### config.mk
export PLATFORM = sky130hd
export DESIGN_NAME = irq_flag_remap
export DESIGN_NICKNAME = d
export VERILOG_FILES = /design/src/rtl/irq_flag_remap.sv
export SDC_FILE = /design/constraint.sdc
export NUM_CORES = 1
export LEC_CHECK = 0
export BUFFER_PORTS_ARGS = -buffer_cell sky130_fd_sc_hd__buf_2
export CORE_MARGIN = 8
export CORE_UTILIZATION = 30
export CTS_BUF_LIST = sky130_fd_sc_hd__clkbuf_2
export CTS_CLUSTER_DIAMETER = 100
export DETAILED_ROUTE_END_ITERATION = 8
export GPL_TIMING_DRIVEN = 0
export RECOVER_POWER = 50
export SETUP_SLACK_MARGIN = 0.15
export SYNTH_ARGS = -nofsm -noshare
export SYNTH_HDL_FRONTEND = slang
export SYNTH_SLANG_ARGS = --single-unit
### constraint.sdc
create_clock -name clk -period 3 [get_ports clk]
set_input_delay 0.3 -clock clk [delete_from_list [all_inputs] [get_ports clk]]
set_output_delay 0.3 -clock clk [all_outputs]
set_load 0.1 [all_outputs]
### src/rtl/irq_flag_remap.sv
module irq_flag_remap #(
  parameter int NFLAG = 32,
  parameter int FCW   = 4,
  parameter int MBW   = $clog2(NFLAG)
) (
  input  logic             clk,
  input  logic             rst_n,
  input  logic             fifo_en,
  input  logic             dma_en,
  input  logic [FCW-1:0]   filt_cnt,
  input  logic [MBW-1:0]   last_mb,
  input  logic [NFLAG-1:0] mb_set,
  input  logic [2:0]       fifo_evt,
  input  logic             wr_en,
  input  logic [NFLAG-1:0] wr_data,
  input  logic [NFLAG-1:0] mask,
  input  logic             dma_ack,
  output logic [NFLAG-1:0] flags,
  output logic             cpu_irq,
  output logic             dma_req,
  output logic             fifo_pop
);
  localparam int RW = FCW + 2 > MBW + 1 ? FCW + 2 : MBW + 1;

  logic [NFLAG-1:0] q, vis, set_ok, set_v, clr_v, irq_sel;
  logic [RW-1:0]    rtop;
  logic             dmode;
  logic             pop_q;

  assign dmode = fifo_en & dma_en;
  assign rtop  = RW'(7) + RW'({filt_cnt, 1'b0});

  always_comb begin
    for (int i = 0; i < NFLAG; i++)
      set_ok[i] = (MBW'(i) <= last_mb) && !(fifo_en && (RW'(i) <= rtop));
    set_v = mb_set & set_ok;
    if (fifo_en) begin
      set_v[5] = set_v[5] | fifo_evt[0];
      if (!dma_en) begin
        set_v[6] = set_v[6] | fifo_evt[1];
        set_v[7] = set_v[7] | fifo_evt[2];
      end
    end
    clr_v = wr_en ? wr_data : '0;
    if (dmode) clr_v[5] = dma_ack;
    vis = '1;
    if (fifo_en) vis[4:0] = '0;
    if (dmode) vis[7:6] = '0;
    irq_sel = vis;
    if (dmode) irq_sel[7:0] = '0;
  end

  always_ff @(posedge clk) begin
    if (!rst_n) begin
      q     <= '0;
      pop_q <= 1'b0;
    end else begin
      q     <= (q & ~clr_v) | set_v;
      pop_q <= fifo_en & ((wr_en & wr_data[0]) | (dma_en & dma_ack));
    end
  end

  assign flags    = q & vis;
  assign cpu_irq  = |(flags & mask & irq_sel);
  assign dma_req  = dmode & q[5];
  assign fifo_pop = pop_q;

  assert_pop_cause_R7: assert property (@(posedge clk) disable iff (!rst_n)
    fifo_pop |-> $past(fifo_en && ((wr_en && wr_data[0]) || (dma_en && dma_ack))))
    else $error("pop strobe without cause");

  assert_dma_cpu_noclear_R9: assert property (@(posedge clk) disable iff (!rst_n)
    (dmode && q[5] && !dma_ack) |=> q[5])
    else $error("flag 5 lost in DMA mode without acknowledge");

  assert_persist_R10: assert property (@(posedge clk) disable iff (!rst_n)
    1'b1 |=> ((q & $past(q & ~clr_v)) == $past(q & ~clr_v)))
    else $error("flag dropped without a clear");

  assert_dmareq_mode_R8: assert property (@(posedge clk) disable iff (!rst_n)
    dma_req |-> (fifo_en && dma_en && !(flags[7] || flags[6])))
    else $error("DMA request outside DMA mode");

  assert_reset_quiet_R1: assert property (@(posedge clk)
    !rst_n |=> (q == '0 && !fifo_pop))
    else $error("reset left state");
endmodule

== Yosys cells after proc, flatten, opt, wreduce, memory -nomap -nowiden ==
Index checks and enable logic that the tools add are counted.

* Output and inout port bits: 35
* Logic and storage cells: 187
* Register bits: 33
* Bits of input ports: 114

* Add/sub/neg operators: 1
* Muxes and demuxes: 7
* Reduce and logical (&&, ||, !) cells: 97
* $lt $le $gt $ge: 64
* Bitwise gates (word level): 16

{| class="wikitable"
|+ Operators with widths
! cell !! count
|-
| $and 32x32->32 || 5
|-
| $le 5x6->1 const A || 16
|-
| $le 5x5->1 const A || 16
|-
| $logic_and 1x1->1 || 64
|-
| $le 4x6->1 const A || 8
|-
| $le 4x5->1 const A || 8
|-
| $logic_not 1->1 || 32
|-
| $mux 32 || 1
|-
| $not 32->32 || 1
|-
| $or 32x32->32 || 1
|-
| $reduce_or 32->1 || 1
|-
| $le 3x6->1 const A || 4
|-
| $le 3x5->1 const A || 4
|-
| $le 1x6->1 const A || 2
|-
| $le 2x6->1 const A || 2
|-
| $le 1x5->1 const A || 2
|-
| $le 2x5->1 const A || 2
|-
| $mux 8 || 1
|-
| $add 3x5->6 const A || 1
|-
| $and 1x1->1 || 5
|-
| $mux 5 || 1
|-
| $mux 2 || 2
|-
| $or 1x1->1 || 4
|-
| $mux 3 || 1
|-
| $mux 1 || 1
|}

== Depth between registers and ports, before layout ==
Gate-level depths: netlist of the first run.

* Depth after elaboration: 10
* Mapped depth: 8
* Depth with buffers taken out: 7

== Least setup slack after synthesis of the first run ==
No wires, ideal clock.

* Path type: input-to-output
* Start: in fifo_en
* End: out flags[0]
* Buffers on the path: 2
* Stages: 3
* Arrival time: 2035 ps
* Setup slack: 665 ps
* Path through: clkbuf_1 clkbuf_1 nor2b_1

* Longest elaborated chain between the ends: 2

{| class="wikitable"
|+ RTL lines
! what !! RTL line !! RTL
|-
| start: declaration || 8 || <nowiki>input logic fifo_en,</nowiki>
|-
| $mux 5 || 47 || <nowiki>if (fifo_en) vis[4:0] = '0;</nowiki>
|-
| $and 32x32->32 || 63 || <nowiki>assign flags = q & vis;</nowiki>
|-
| end: declaration || 18 || <nowiki>output logic [NFLAG-1:0] flags,</nowiki>
|}

Every way passes these cells.

== Final worst setup path of the first run ==
* Start: reg q[20]
* End: out cpu_irq

* Longest elaborated chain between the ends: 4

{| class="wikitable"
|+ RTL lines
! what !! RTL line !! RTL
|-
| start: declaration || 25 || <nowiki>logic [NFLAG-1:0] q, vis, set_ok, set_v, clr_v, irq_sel;</nowiki>
|-
| start signal: assignment || 58 || <nowiki>q <= (q & ~clr_v) | set_v;</nowiki>
|-
| $and 32x32->32 || 63 ||
|-
| $and 32x32->32 (2 in a row) || 64 || <nowiki>assign cpu_irq = |(flags & mask & irq_sel);</nowiki>
|-
| $reduce_or 32->1 || 64 ||
|-
| end: declaration || 19 || <nowiki>output logic cpu_irq,</nowiki>
|}

Every way passes these cells.

==> flow_summary_export.csv, run 1 <==
group,metric,value,unit
grt,grt_use_total,18.72,%
yosys,syn_area_per_cell,7.429,um^2
floorplanning,pin_count,149,
floorplanning,die_h,105.2,um
timing,worst_slew_pin_slew,1197,ps
critical_path,cp_max_fo,3,
timing,maxSlewViolCount,0,
timing,skew,0,ps
cts,cts_max_path_buffers,2,
place,io_buffers,147,
cts,cts_tree,"yes",
floorplanning,rows,32,
detailed_routing,drt_wl_total,10680,um
critical_path,cp-endpoint,"cpu_irq",
critical_path,cp.arrival,2210,ps
place,gp_congestion,0.9215,
yosys,synth_edf_count,0,
detailed_routing,first_pass_iters,6,
cts,numCtsBuffers,5,
timing,grt_setup_unrepaired,"no",
power_and_ir_drop,irDropWorstVdd,220.1,uV
critical_path,r2r_setup_slack,2210,ps
detailed_routing,drt_iter0_markers,157,
grt,grt_pass1_wl,16730,um
final_layout,multiInputGateArea,1434,um^2
final_layout,fill_cells,866,
critical_path,critPathKind,"reg2out",
timing,relSlewSlack,20.57,%
grt,grt_max_degree,11,
timing,fmax,399.1,MHz
grt,antenna_found_initial,0,
cts,clkSlewWorstSetupHoldPaths,180,ps
floorplanning,initial_utilization,30.86,%
timing,min_period,2506,ps
floorplanning,core_area,7727,um^2
detailed_routing,avgViaCountPerCell,5.123,
cts,clock_sinks,33,
power_and_ir_drop,power.total,1.334,mW
floorplanning,fp.dieW,105.2,um
place,dp.cells,570,
yosys,yosys_warnings,0,
grt,grt_overflow,0,
yosys,synth-seq-cells,33,
critical_path,critPathLaunchType,"flop",
grt,grt_pass1_vias,3261,
detailed_routing,drc,0,
final_layout,fin_cells,578,
timing,tns,0,ps
hold_path,holdCritPathClass,"in2reg",
critical_path,reg2reg_depth,3,
yosys,syn-cell-area,2385,um^2
yosys,ys_seq_area_share,27.70,%
cts,insertion_delay,380,ps
yosys,synthCells,321,
final_layout,nets,593,
yosys,syn_nets,439,
timing,hold_violations,0,
place,hpwlAfterDp,8759,um
final_layout,drive_gt1_share,32.77,%
place,dp_slack,489.9,ps
detailed_routing,wl_per_cell,18.47,um
yosys,async_reset_ff_share,0,%
critical_path,endpoint_kind,"output port",
cts,cts-root-buf,"clkbuf_2",
detailed_routing,ant_nets,0,
critical_path,reg2reg_to,"q[10]",
cts,hold_buffers,0,
floorplanning,dieArea,11060,um^2
power_and_ir_drop,p_per_area,407.9,nW/um^2
critical_path,cp-startpoint,"q[20]",
cts,cts_setup_buffers,0,
yosys,synthDistinctLibCells,47,
timing,final.period_utilization,83.53,%
status,outcome,"finished, final reports clean",
cts,ctsHtreeMaxLevel,2,
detailed_routing,vias,2961,
flow_run,cap_violations,0,
final_layout,fin_util,42.31,%
timing,setup_slack,494.2,ps
timing,setup_violations,0,
power_and_ir_drop,leakagePower,1.473,nW
critical_path,r2r_start,"q[10]",
cts,ctsResizeCount,0,
critical_path,required,2700,ps
final_layout,syn2layout_area_growth,37.09,%
final_layout,seq_area,660.6,um^2
yosys,yosys_most_used_dff,"dfxtp_1",
final_layout,n_antenna_cell,0,
==> cells in the mapped netlist (2+ instances only) <==
| cell type | number | area, um^2 |
|---|---|---|
| nand2_1 | 54 | 202.7 |
| dfxtp_1 | 33 | 660.6 |
| nand3_1 | 28 | 140.1 |
| buf_4 | 25 | 187.7 |
| o21ai_0 | 23 | 115.1 |
| clkbuf_1 | 18 | 67.56 |
| a21oi_1 | 15 | 75.07 |
| nor2b_1 | 14 | 87.58 |
| a22oi_1 | 8 | 60.06 |
| o211ai_1 | 8 | 60.06 |
| a21boi_0 | 7 | 52.55 |
| and2_1 | 6 | 37.54 |
| nand4_1 | 6 | 37.54 |
| o2111ai_1 | 6 | 52.55 |
| a22o_1 | 5 | 43.79 |
| a221oi_1 | 4 | 35.03 |
| a32oi_1 | 4 | 35.03 |
| ha_1 | 4 | 50.05 |
| inv_1 | 4 | 15.01 |
| o21a_1 | 4 | 30.03 |
| a31o_2 | 3 | 26.28 |
| and3_1 | 3 | 18.77 |
| buf_2 | 3 | 15.01 |
| nor2_1 | 3 | 11.26 |
| o31ai_1 | 3 | 22.52 |
| a21o_1 | 2 | 15.01 |
| a31oi_1 | 2 | 12.51 |
| a41o_1 | 2 | 20.02 |
| a41oi_1 | 2 | 17.52 |
| nand2b_1 | 2 | 12.51 |
| nor4bb_1 | 2 | 20.02 |
| or4_1 | 2 | 15.01 |
| xnor2_1 | 2 | 17.52 |
==> area by class of cell <==
cell class                      instances  area share, %
Multi-Input combinational cell        238          43.86
Inverter                                4         0.4592
Clock buffer                            6         0.9185
Sequential cell                        33          20.21
Tap cell                              102          3.904
Clock inverter                          2          1.033
Buffer                                 46          8.266
Timing Repair Buffer                  147          21.35
==> flip-flops by register name, indices dropped and copies added, names as in the netlist <==
register / cells
fifo_pop: 1
q: 32
==> worst min-delay path by stage <==
stage / start / endpoint / slack (ps) / cells past startpoint
after floorplan: mb_set[27] / q[27] / 440 / 2
final: mb_set[30] / q[30] / 130 / 2
after CTS: mb_set[30] / q[30] / 110 / 2
after global routing: mb_set[31] / q[31] / 110 / 2
after detailed placement: q[26] / q[26] / 460 / 2
after global placement: q[26] / q[26] / 460 / 2
==> layer usage <==
layer  GRT usage (%)  share of wire, %  vias to the layer above  wire, um
li1                -                 -                     1466         -
met1           22.42                43                     1362      4633
met2           31.45                47                      123      5026
met3           5.774               8.5                       10       908
met4           5.301               1.0                        0       109
met5               0                 0                        -         0
==> cells in the final DEF, fill, tap and decap left out, types with 9 or more instances in the layout <==
cell,count
a21oi_1,15
buf_2,120
buf_4,25
clkbuf_1,48
dfxtp_1,33
nand2_1,54
nand3_1,28
nor2b_1,14
o211ai_1,9
o21ai_0,23
==> cells by family (layout without fill, tap and decap cells) <==
kind of cell    after synthesis  in the layout  synth area share, %
fa+ha+maj                     4              4                2.099
simple gates                128            128                27.02
xor+xnor                      2              2               0.7347
compound gates              104            104                30.48
flops                        33             33                27.70
buf+inv                      50            205                11.96
==> critical path: stages, from the launching register on <==
cell      delay, ps
dfxtp_1         370
a22o_1          260
a221oi_1        350
nand4_1         130
or4_1           410
buf_2           310
==> where the power goes <==
part           internal, mW  total (mW)  switching (mW)
sequential            0.466       0.487          0.0217
clock                 0.142       0.309           0.166
combinational         0.159       0.538           0.379
==> stage by stage <==
stage	hold WS (ps)	area, um^2
floorplan	436.3	2385
global placement	458.3	3248
detailed placement	464.8	3248
CTS	109.7	3312
global route	106.8	3269
finish	134.0	3269
(Power assumes the default switching activity.)
==> inputs of run 2 (changes only) <==
==> constraint.sdc (replaced) <==
create_clock -name clk -period 2.3 [get_ports clk]
set_input_delay 0.23 -clock clk [delete_from_list [all_inputs] [get_ports clk]]
set_output_delay 0.23 -clock clk [all_outputs]
set_load 0.1 [all_outputs]
==> run 2 against run 1 <==
  * Critical path depth down 1
  * Critical path type unchanged
  * Clock power is 30% higher
  * Die area did not move
==> flow_summary_export.csv, run 2 (synthesis gave the netlist of run 1 again) <==
group,metric,value,unit
final_layout,top_register,"q",
critical_path,cp_num_buf_inv,1,
power_and_ir_drop,power.total,1.770,mW
detailed_routing,vias,2960,
grt,grt_pass1_wl,16750,um
timing,relSlewSlack,21.04,%
cts,insertion_delay,370,ps
timing,min_period,2258,ps
grt,grt_use_total,18.74,%
critical_path,reg2reg_depth,3,
final_layout,n_antenna_cell,0,
critical_path,critPathKind,"reg2out",
cts,clock_sinks,33,
flow_run,cap_violations,0,
place,io_buffers,147,
floorplanning,initial_utilization,30.86,%
critical_path,reg2reg_to,"q[10]",
floorplanning,die_h,105.2,um
final_layout,fill_cells,858,
power_and_ir_drop,leakagePower,1.526,nW
status,outcome,"finished, final reports clean",
cts,numCtsBuffers,5,
critical_path,crit_family,"simple AND/OR/NAND/NOR gates",
power_and_ir_drop,p_per_area,529.3,nW/um^2
detailed_routing,avgViaCountPerCell,5.103,
timing,worst_slew_pin_slew,1189,ps
place,hpwlAfterDp,8759,um
critical_path,max_stage_delay,530,ps
detailed_routing,drt_iter0_markers,132,
final_layout,nets,595,
cts,cts-root-buf,"clkbuf_2",
critical_path,worst_path_max_delay_cell,"or4_4",
critical_path,r2r_setup_slack,1510,ps
cts,cts_tree,"yes",
cts,cts_max_path_buffers,2,
critical_path,cp_max_fo,3,
final_layout,layout_commonest_cell,"buf_2",
final_layout,multiInputGateArea,1463,um^2
place,placed_area,3248,um^2
timing,fmax,442.9,MHz
floorplanning,fp.dieW,105.2,um
floorplanning,core_area,7727,um^2
timing,final.period_utilization,98.17,%
final_layout,largest_reg_flops,32,
floorplanning,dieArea,11060,um^2
final_layout,syn2layout_area_growth,40.19,%
grt,grt_overflow,0,
timing,grt_setup_unrepaired,"yes",
final_layout,drive_gt1_share,36.19,%
critical_path,cp_cell_sequence,"a22oi_1 -> nand4_1 -> or4_4 -> buf_12",
detailed_routing,wl_per_cell,18.49,um
cts,hold_buffers,0,
final_layout,seq_area,666.9,um^2
cts,clkSlewWorstSetupHoldPaths,200,ps
hold_path,worstHoldStart,"mb_set[10]",
timing,setup_slack,42.13,ps
grt,grt_pass1_vias,3260,
timing,hold_violations,0,
critical_path,critPathLaunchType,"flop",
timing,maxSlewViolCount,0,
cts,ctsHtreeMaxLevel,2,
hold_path,hold_depth,2,
detailed_routing,first_pass_iters,4,
timing,skew,0,ps
timing,setup_violations,0,
detailed_routing,ant_nets,0,
grt,antenna_found_initial,0,
timing,tns,0,ps
hold_path,holdCritPathClass,"in2reg",
place,gp_congestion,0.9215,
floorplanning,rows,32,
critical_path,required,2070,ps
hold_path,whs_endpoint,"q[10]",
final_layout,final_cell_area,3343,um^2
final_layout,layout_common_cells,"buf_2 (120), nand2_1 (54), clkbuf_1 (41)",
grt,grt_max_degree,11,
detailed_routing,drc,0,
critical_path,r2r_start,"q[10]",
detailed_routing,drt_wl_total,10730,um
critical_path,cp.arrival,2030,ps
power_and_ir_drop,irDropWorstVdd,289.4,uV
floorplanning,pin_count,149,
place,dp_slack,-140.1,ps
critical_path,endpoint_kind,"output port",
## run 2: routing by layer
metal / vias up / share of wire (%) / wire length [um] / GRT usage, %
met1: 1347 / 43 / 4606 / 22.46
met5: - / 0 / 0 / 0
met2: 124 / 47 / 5063 / 31.45
met3: 17 / 8.6 / 924 / 5.774
met4: 0 / 1.2 / 130 / 5.301
li1: 1472 / - / - / -
## run 2: layout make-up
| class | count | area share, % |
|---|---|---|
| flip-flops and latches | 33 | 19.95 |
| multi-input cells | 238 | 43.75 |
| repair buffers | 149 | 22.01 |
| clock buffers | 6 | 0.8982 |
| well taps | 102 | 3.817 |
| clock inverters | 2 | 1.010 |
| plain buffers | 46 | 8.121 |
| inverters | 4 | 0.4491 |
## run 2: how the worst max path moves through the flow
stage                            from        to  slack [ps]  cells after the start
after global routing            q[20]   cpu_irq          10                      5
after CTS                       q[20]   cpu_irq          20                      5
after floorplan               fifo_en  flags[0]         110                      3
after global placement    filt_cnt[1]     q[28]        -150                      8
after detailed placement  filt_cnt[1]     q[28]        -140                      8
final                           q[10]   cpu_irq          40                      4
## run 2: repair_timing
item	CTS	global route
setup endpoints to repair	1	3
pin swaps	1	3
gates cloned	0	0
buffers inserted	2	0
resized for setup	12	5
## run 2: stage by stage
step,cells,hold WS (ps),util [%]
after floorplan,321,366.3,-
after global routing,580,36.76,43.26
after detailed placement,570,461.9,42.03
after CTS,580,39.68,43.67
after global placement,570,458.3,42.03
final,580,62.77,43.26
## run 2: where the power goes
part | switching (mW) | internal (mW)
Combinational | 0.501 | 0.229
Sequential | 0.0293 | 0.608
Clock | 0.217 | 0.185
Total | 0.747 | 1.02
